File: src/rtl/sdram_bst_pkg.sv
package sdram_bst_pkg;
   localparam logic [2:0] BLC_ONE  = 3'd0;
   localparam logic [2:0] BLC_TWO  = 3'd1;
   localparam logic [2:0] BLC_FOUR = 3'd2;
   localparam logic [2:0] BLC_8    = 3'd3;
   localparam logic [2:0] BLC_PAGE = 3'd7;

   typedef enum logic {ORD_SEQ = 1'b0, ORD_ILV = 1'b1} bst_order_e;
endpackage

File: src/rtl/bst_len_decode.sv
module bst_len_decode
   import sdram_bst_pkg::*;
#(
   parameter int COL_W = 9
) (
   input  logic [2:0]       code_i,
   output logic [COL_W-1:0] mask_o,
   output logic             full_o
);
   localparam logic [COL_W-1:0] PAGE_MASK = {COL_W{1'b1}};

   if (COL_W < 3 || COL_W > 16) begin : g_bad_width
      $error("bst_len_decode: COL_W must lie in 3..16");
   end

   always_comb begin
      full_o = 1'b0;
      unique case (code_i)
         BLC_TWO:  mask_o = COL_W'(1);
         BLC_FOUR: mask_o = COL_W'(3);
         BLC_8:    mask_o = COL_W'(7);
         BLC_PAGE: begin
            mask_o = PAGE_MASK;
            full_o = 1'b1;
         end
         default:  mask_o = '0;
      endcase
   end
endmodule

File: src/rtl/bst_beat_ctr.sv
module bst_beat_ctr #(
   parameter int COL_W = 9
) (
   input  logic             clk,
   input  logic             rst_n,
   input  logic             start_i,
   input  logic             stop_i,
   input  logic             adv_i,
   input  logic             full_i,
   input  logic [COL_W-1:0] last_idx_i,
   output logic             valid_o,
   output logic [COL_W-1:0] beat_o,
   output logic             last_o
);
   logic at_end;

   assign at_end = !full_i && (beat_o == last_idx_i);
   assign last_o = valid_o && at_end;

   always_ff @(posedge clk or negedge rst_n) begin
      if (!rst_n) begin
         valid_o <= 1'b0;
         beat_o  <= '0;
      end else if (start_i) begin
         valid_o <= 1'b1;
         beat_o  <= '0;
      end else if (stop_i) begin
         valid_o <= 1'b0;
      end else if (valid_o && adv_i) begin
         if (at_end) valid_o <= 1'b0;
         else        beat_o  <= beat_o + 1'b1;
      end
   end

   // advancing on the final beat closes the burst
   a_r8_end_after_last: assert property (@(posedge clk) disable iff (!rst_n)
      (last_o && adv_i && !start_i) |=> !valid_o);
   // terminate without a start
   a_r10_stop_ends: assert property (@(posedge clk) disable iff (!rst_n)
      (stop_i && !start_i) |=> !valid_o);
   // no advance holds the beat
   a_r9_hold_beat: assert property (@(posedge clk) disable iff (!rst_n)
      (valid_o && !adv_i && !start_i && !stop_i) |=> (valid_o && $stable(beat_o)));
   // advance while idle has no effect
   a_r12_idle_adv: assert property (@(posedge clk) disable iff (!rst_n)
      (!valid_o && !start_i) |=> !valid_o);
endmodule

File: src/rtl/bst_col_map.sv
module bst_col_map #(
   parameter int COL_W  = 9,
   parameter bit ILV_EN = 1'b1
) (
   input  logic [COL_W-1:0] base_i,
   input  logic [COL_W-1:0] beat_i,
   input  logic [COL_W-1:0] mask_i,
   input  logic             ilv_i,
   output logic [COL_W-1:0] col_o
);
   logic [COL_W-1:0] seq_low;
   logic [COL_W-1:0] low;

   assign seq_low = (base_i + beat_i) & mask_i;

   if (ILV_EN) begin : g_ilv
      logic [COL_W-1:0] ilv_low;
      assign ilv_low = (base_i ^ beat_i) & mask_i;
      assign low     = ilv_i ? ilv_low : seq_low;
   end else begin : g_seq_only
      logic unused_ilv;
      assign unused_ilv = ilv_i;
      assign low        = seq_low;
   end

   assign col_o = (base_i & ~mask_i) | low;
endmodule

File: src/rtl/sdram_burst_colgen.sv
module sdram_burst_colgen
   import sdram_bst_pkg::*;
#(
   parameter int COL_W  = 9,
   parameter bit ILV_EN = 1'b1
) (
   input  logic             clk,
   input  logic             rst_n,
   input  logic             start_i,
   input  logic [COL_W-1:0] col_i,
   input  logic [2:0]       len_i,
   input  logic             ilv_i,
   input  logic             adv_i,
   input  logic             stop_i,
   output logic [COL_W-1:0] col_o,
   output logic             valid_o,
   output logic             last_o
);
   logic [COL_W-1:0] dec_mask;
   logic             dec_full;
   logic [COL_W-1:0] base_q;
   logic [COL_W-1:0] mask_q;
   logic             full_q;
   bst_order_e       ord_q;
   logic [COL_W-1:0] beat;

   bst_len_decode #(.COL_W(COL_W)) u_dec (
      .code_i (len_i),
      .mask_o (dec_mask),
      .full_o (dec_full)
   );

   always_ff @(posedge clk or negedge rst_n) begin
      if (!rst_n) begin
         base_q <= '0;
         mask_q <= '0;
         full_q <= 1'b0;
         ord_q  <= ORD_SEQ;
      end else if (start_i) begin
         base_q <= col_i;
         mask_q <= dec_mask;
         full_q <= dec_full;
         ord_q  <= (ilv_i && !dec_full) ? ORD_ILV : ORD_SEQ;
      end
   end

   bst_beat_ctr #(.COL_W(COL_W)) u_ctr (
      .clk        (clk),
      .rst_n      (rst_n),
      .start_i    (start_i),
      .stop_i     (stop_i),
      .adv_i      (adv_i),
      .full_i     (full_q),
      .last_idx_i (mask_q),
      .valid_o    (valid_o),
      .beat_o     (beat),
      .last_o     (last_o)
   );

   bst_col_map #(.COL_W(COL_W), .ILV_EN(ILV_EN)) u_map (
      .base_i (base_q),
      .beat_i (beat),
      .mask_i (mask_q),
      .ilv_i  (ord_q == ORD_ILV),
      .col_o  (col_o)
   );

   // a start presents its own column as beat 0
   a_r2_load: assert property (@(posedge clk) disable iff (!rst_n)
      start_i |=> (valid_o && col_o == $past(col_i)));
   // columns stay inside the aligned block of the start column
   a_r6_in_block: assert property (@(posedge clk) disable iff (!rst_n)
      valid_o |-> (((col_o ^ base_q) & ~mask_q) == '0));
   // a full-page start never produces a last beat next cycle
   a_r7_page_no_last: assert property (@(posedge clk) disable iff (!rst_n)
      (start_i && len_i == BLC_PAGE) |=> !last_o);
   // columns hold while nothing happens
   a_r9_hold_col: assert property (@(posedge clk) disable iff (!rst_n)
      (valid_o && !adv_i && !start_i && !stop_i) |=> $stable(col_o));
endmodule

File: config.mk
export PLATFORM = sky130hd
export DESIGN_NAME = sdram_burst_colgen
export DESIGN_NICKNAME = d
export VERILOG_FILES = /design/src/rtl/sdram_bst_pkg.sv /design/src/rtl/bst_len_decode.sv /design/src/rtl/bst_beat_ctr.sv /design/src/rtl/bst_col_map.sv /design/src/rtl/sdram_burst_colgen.sv
export SDC_FILE = /design/constraint.sdc
export NUM_CORES = 1
export LEC_CHECK = 0
export ABC_AREA = 0
export BUFFER_PORTS_ARGS = -buffer_cell sky130_fd_sc_hd__buf_2
export CELL_PAD_IN_SITES_DETAIL_PLACEMENT = 1
export CELL_PAD_IN_SITES_GLOBAL_PLACEMENT = 1
export CORE_UTILIZATION = 35
export DETAILED_ROUTE_END_ITERATION = 10
export MAX_ROUTING_LAYER = met4
export PLACE_DENSITY_LB_ADDON = 0.1
export RECOVER_POWER = 50
export SLEW_MARGIN = 0
export SYNTH_ARGS = -nofsm -noshare
export SYNTH_HDL_FRONTEND = slang
export SYNTH_HIERARCHICAL = 1
export SYNTH_SLANG_ARGS = --single-unit
File: constraint.sdc
create_clock -name clk -period 2.54 [get_ports clk]
set_clock_uncertainty 0.2 [all_clocks]
set_input_delay 0.254 -clock clk [delete_from_list [all_inputs] [get_ports clk]]
set_output_delay 0.254 -clock clk [all_outputs]
set_load 0.05 [all_outputs]
=== Word level (Yosys, flattened, before mapping) ===
Index checks and enable logic that the tools add are counted.

* Bitwise logic cells: 6
* Magnitude comparators: 0
* Multiply operators: 0
* $add $sub $neg: 2
* Muxes and demuxes: 12
* Shift operators: 0
* Div/mod/pow operators: 0
* Reduce and logical (&&, ||, !) cells: 11
* Equality and inequality tests: 7

{| class="wikitable"
|+ Operators with widths
! kind !! number
|-
| $mux W9 || 5
|-
| $pmux W9 S4 || 1
|-
| $and A9 B9 Y9 || 3
|-
| $add A9 B1 Y9 const B || 1
|-
| $add A9 B9 Y9 || 1
|-
| $eq A9 B9 Y1 || 1
|-
| $not A9 Y9 || 1
|-
| $or A9 B9 Y9 || 1
|-
| $xor A9 B9 Y9 || 1
|-
| $eq A3 B2 Y1 const B || 2
|-
| $mux W1 || 6
|-
| $reduce_bool A3 Y1 || 2
|-
| $logic_and A1 B1 Y1 || 4
|-
| $ne A2 B2 Y1 const B || 2
|-
| $eq A3 B1 Y1 const B || 1
|-
| $eq A3 B3 Y1 const B || 1
|-
| $reduce_and A3 Y1 || 1
|-
| $logic_not A1 Y1 || 2
|-
| $reduce_and A2 Y1 || 1
|-
| $reduce_bool A2 Y1 || 1
|}

* Register bits after elaboration: 30
* ROM bits: 0
* Input port bits: 18
* Memories: 0
* Output and inout port bits: 11
* Bits in writable memories: 0
* Latch bits: 0
* Word-level logic and storage cells: 44

=== Logic depth before layout (Yosys ltp) ===
* Depth in word-level cells: 6
* Mapped depth: 8
* Mapped depth without buffers: 8

=== Hierarchy ===
The synthesis kept the hierarchy.

{| class="wikitable"
|+ By module, submodules not included
! module !! seq. area each (sq um) !! cells an instance !! area an instance (sq um) !! times used
|-
| sdram_burst_colgen || 500.5 || 44 || 820.8 || 1
|-
| bst_beat_ctr || 250.2 || 70 || 669.4 || 1
|-
| bst_col_map || 0.0 || 67 || 519.2 || 1
|-
| bst_len_decode || 0.0 || 12 || 83.8 || 1
|}

=== Worst setup path before layout ===
OpenSTA, ideal clock, no wires.

* Path type: register -> output
* Start: reg u_ctr.beat_o[0]
* End: out col_o[8]
* Required time: 2.086 ns
* Stages on the path, launching flop included: 9
* Path slack: -0.467 ns
* Arrival: 2.553 ns
* Cells stage by stage: dfrtp_1 -> ha_1 -> inv_1 -> fa_1 -> nand2b_1 -> a211oi_2 -> a21oi_1 -> o211ai_1 -> xor2_1

* Longest elaborated chain between the ends: 4

{| class="wikitable"
|+ Ends and longest elaborated chain
! element !! RTL line !! source
|-
| from (decl) || bst_beat_ctr.sv:12 || <nowiki>output logic [COL_W-1:0] beat_o,</nowiki>
|-
| from (signal assigned) || bst_beat_ctr.sv:31 || <nowiki>else beat_o <= beat_o + 1'b1;</nowiki>
|-
| $add A9 B9 Y9 || bst_col_map.sv:14 || <nowiki>assign seq_low = (base_i + beat_i) & mask_i;</nowiki>
|-
| $and A9 B9 Y9 || bst_col_map.sv:14 ||
|-
| $mux W9 || bst_col_map.sv:19 || <nowiki>assign low = ilv_i ? ilv_low : seq_low;</nowiki>
|-
| $or A9 B9 Y9 || bst_col_map.sv:26 || <nowiki>assign col_o = (base_i & ~mask_i) | low;</nowiki>
|-
| to (decl) || sdram_burst_colgen.sv:15 || <nowiki>output logic [COL_W-1:0] col_o,</nowiki>
|}

No other way between the ends.

=== Worst setup path in the final report ===
* Start: reg base_q[0]
* End: out col_o[6]

* Longest elaborated chain between the ends: 4

{| class="wikitable"
|+ Ends and longest elaborated chain
! element !! RTL line !! source
|-
| from (decl) || sdram_burst_colgen.sv:21 || <nowiki>logic [COL_W-1:0] base_q;</nowiki>
|-
| from (signal assigned) || sdram_burst_colgen.sv:40 || <nowiki>base_q <= col_i;</nowiki>
|-
| $add A9 B9 Y9 || bst_col_map.sv:14 ||
|-
| $and A9 B9 Y9 || bst_col_map.sv:14 ||
|-
| $mux W9 || bst_col_map.sv:19 ||
|-
| $or A9 B9 Y9 || bst_col_map.sv:26 ||
|}

No other way between the ends.

==> results.py <==
metrics = {
    "yosys": {
        "synth_edf_count": 0,
        "async_flop_share": 1.000,
        "ys.flop_type": "dfrtp_1",
        "syn_area_per_cell_um2": 10.85,
        "synth_cell_types": 49,
        "syn_inst": 193,
        "syn_nets": 221,
        "yosysSeqAreaShare": 0.3586,
        "ys_ff_latch": 30,
        "synth_area_um2": 2093,
        "yosysWarningCount": 6,
    },
    "sta": {
        "rsz0062_at_grt": "true",
        "hold_ws_ns": -0.001735,
        "slew_viol_final": 0,
        "hold_viol_final": 3,
        "setup_viol": 5,
        "period_needed_ns": 2.843,
        "max_freq_ghz": 0.3518,
        "setup_ws_ns": -0.3029,
        "relSlewSlack": 0.2184,
        "tightest_slew_ns": 1.172,
        "post-route-period-util": 1.119,
    },
    "grt": {
        "gr-usage-met1": 0.2214,
        "grt_max_degree": 31,
        "grt_overflow": 0,
        "grt_use_total": 0.1942,
        "grt_util_met2": 0.3328,
        "grt.busiest_layer": "met2",
        "grt_pass1_vias": 1753,
        "met3_usage": 0.03793,
        "antenna_found_initial": 0,
        "grt_pass1_wl_um": 8914,
    },
    "placement": {
        "portBuffers": 28,
        "hpwl_um": 3874,
        "place_congestion": 0.8173,
        "placedInstanceArea_um2": 2370,
    },
    "routing": {
        "vias": 1637,
        "wl_per_cell_um": 17.44,
        "first_pass_iters": 4,
        "drtIter0Drc": 58,
        "ant_nets": 0,
        "viasPerCell": 5.180,
        "remaining_drc_errors": 0,
        "routed_wl_um": 5511,
    },
    "layout": {
        "n_antenna_cell": 0,
        "final_common_cell": "dfrtp_1",
        "drive_gt1_frac": 0.3893,
        "layout_common_cells": "28 x dfrtp_1, 19 x buf_2, 19 x buf_4, 15 x mux2_1, 15 x nor2_1",
        "fillers": 645,
        "nets": 271,
        "stdcell_area_um2": 2650,
        "syn_to_final_growth_pct": 26.60,
    },
    "worst_hold_path": {
        "hp-class": "in2reg",
        "min_from": "col_i[7]",
        "holdPathEnd": "base_q[7]",
        "whs_path_depth": 2,
    },
    "worst_setup_path": {
        "rr_worst_depth": 8,
        "start_kind": "register",
        "cpLargestDelayFamily": "adder cells",
        "cp_num_cells": 9,
        "cp_slowest_stage_delay_ns": 0.36,
        "ff2ff_setup_slack_ns": 0.20,
        "cp-end-kind": "primary output",
        "timing.rr.end": "u_ctr/beat_o[3]",
        "path_class": "reg2out",
        "regToRegStartpoint": "u_ctr/beat_o[1]",
        "critPathMaxFanout": 4,
        "path_buf_inv": 2,
        "cp_cell_sequence": "ha_2 -> inv_2 -> fa_2 -> nand2b_4 -> a211oi_4 -> a31oi_1 -> xnor2_1 -> mux2_4 -> buf_8",
        "cp_data_required_time_ns": 2.09,
        "worst_path_max_delay_cell": "dfrtp_1",
        "worstPathArrival_ns": 2.39,
    },
    "clock_tree": {
        "clockBufferDepth": 2,
        "tritoncts": "yes",
        "cts_sinks": 30,
        "cts_max_level": 2,
        "cts_buffers": 5,
        "root_buffer": "clkbuf_8",
        "clkSlewWorstSetupHoldPaths_ns": 0.07,
        "clock_latency_ns": 0.28,
    },
    "die": {
        "die_y_um": 79.34,
        "fp.coreArea_um2": 5642,
        "die_width_um": 79.34,
        "start_util": 0.3710,
        "die_area_um2": 6294,
        "num_rows": 27,
        "io_pins": 29,
    },
    "pwr": {
        "power.leakage_nw": 1.176,
        "vdd_ir_drop_max_mv": 0.2178,
        "power.density_nw_per_um2": 506.4,
    },
    "outcome": {
        "status": "finished, violations left",
        "violations": "negative hold slack, negative setup slack",
    },
    "flow_run": {
        "cap_violations": 0,
    },
}
[cell families (layout without fill, tap and decap cells)]
group,after synthesis,after routing,share of synthesized area
and+or+nand+nor,58,58,0.1602
AOI/OAI and AO/OA,35,35,0.1213
DFF,30,30,0.3586
muxes,27,27,0.1793
buffers and inverters,17,68,0.05021
xor gates and xnor gates,16,16,0.06694
adders and majority gates,10,10,0.06336
[how the worst max path moves through the flow]
| stage | startpoint | end | slack [ns] |
|---|---|---|---|
| global route | base_q[0] | col_o[8] | -0.41 |
| floorplan | u_ctr/beat_o[0] | col_o[8] | -0.25 |
| global placement | base_q[0] | col_o[8] | -0.16 |
| CTS | u_ctr/beat_o[0] | col_o[8] | -0.34 |
| detailed placement | u_ctr/beat_o[0] | col_o[8] | -0.24 |
| finish | base_q[0] | col_o[6] | -0.30 |
[through the flow]
step	TNS (ns)	util	total power, W	setup WS, ns	cells
finish	-0.8114	0.4697	0.001342	-0.3029	316
global route	-1.362	0.4697	0.001406	-0.4077	316
CTS	-0.8687	0.4744	0.001363	-0.3426	312
detailed placement	-0.4892	0.4200	0.0009043	-0.2368	296
global placement	-0.2652	0.4200	0.0008920	-0.1648	296
floorplan	-0.2537	-	0.0008066	-0.2537	193
[cell usage after synthesis, types with 3 or more instances]
library cell  number  share of area
nand2_1            8          0.014
nand4_1            3         0.0090
mux2_4            19           0.14
dfrtp_1           30           0.36
buf_4              7          0.025
or3_1              3         0.0090
mux2_2             7          0.038
o21ai_0            8          0.019
ha_1               9          0.054
nor2_1            15          0.027
nor2b_1            5          0.015
a211oi_2           3          0.018
xor2_1             4          0.017
nand3b_1           3          0.011
nand3_1            3         0.0072
xnor2_1           12          0.050
a21oi_1            9          0.022
inv_1              7          0.013
[sequential cells by signal (all words and copies together), names as in the netlist]
signal and flops:
ord_q 1, u_ctr/valid_o 1, mask_q 9, full_q 1
u_ctr/beat_o 9, base_q 9
[final cells by class]
| type | count | area, um2 | area share |
|---|---|---|---|
| inverters | 7 | 26.28 | 0.009915 |
| repair buffers | 53 | 384.1 | 0.1449 |
| flip-flops and latches | 30 | 753.2 | 0.2842 |
| well taps | 72 | 90.09 | 0.03399 |
| clock inverters | 1 | 5.005 | 0.001889 |
| clock buffers | 7 | 86.33 | 0.03258 |
| multi-input cells | 146 | 1305 | 0.4924 |
[routing by layer]
| metal | up-vias | share of wire |
|---|---|---|
| li1 | 777 | - |
| met1 | 818 | 0.44 |
| met2 | 30 | 0.50 |
| met3 | 12 | 0.026 |
| met4 | 0 | 0.027 |
| met5 | - | 0 |
[report_power, final]
| group | leakage (nW) | internal, W | total, W | switching, W |
|---|---|---|---|---|
| combinational | 0.746 | 0.000171 | 0.000387 | 0.000217 |
| clock | 0.0482 | 0.000219 | 0.000406 | 0.000188 |
| sequential | 0.381 | 0.000508 | 0.000549 | 0.0000402 |
| total | 1.18 | 0.000897 | 0.00134 | 0.000444 |
[repair_timing]
| item | 4_1_cts | 5_1_grt |
|---|---|---|
| setup endpoints to repair | 6 | 9 |
| hold buffers | 4 | 0 |
| hold endpoints to repair | 33 | 0 |
| pin swaps | 15 | 11 |
| setup buffers | 5 | 5 |
| resized for setup | 31 | 4 |
No activity file was read; power rests on OpenSTA's default activity.
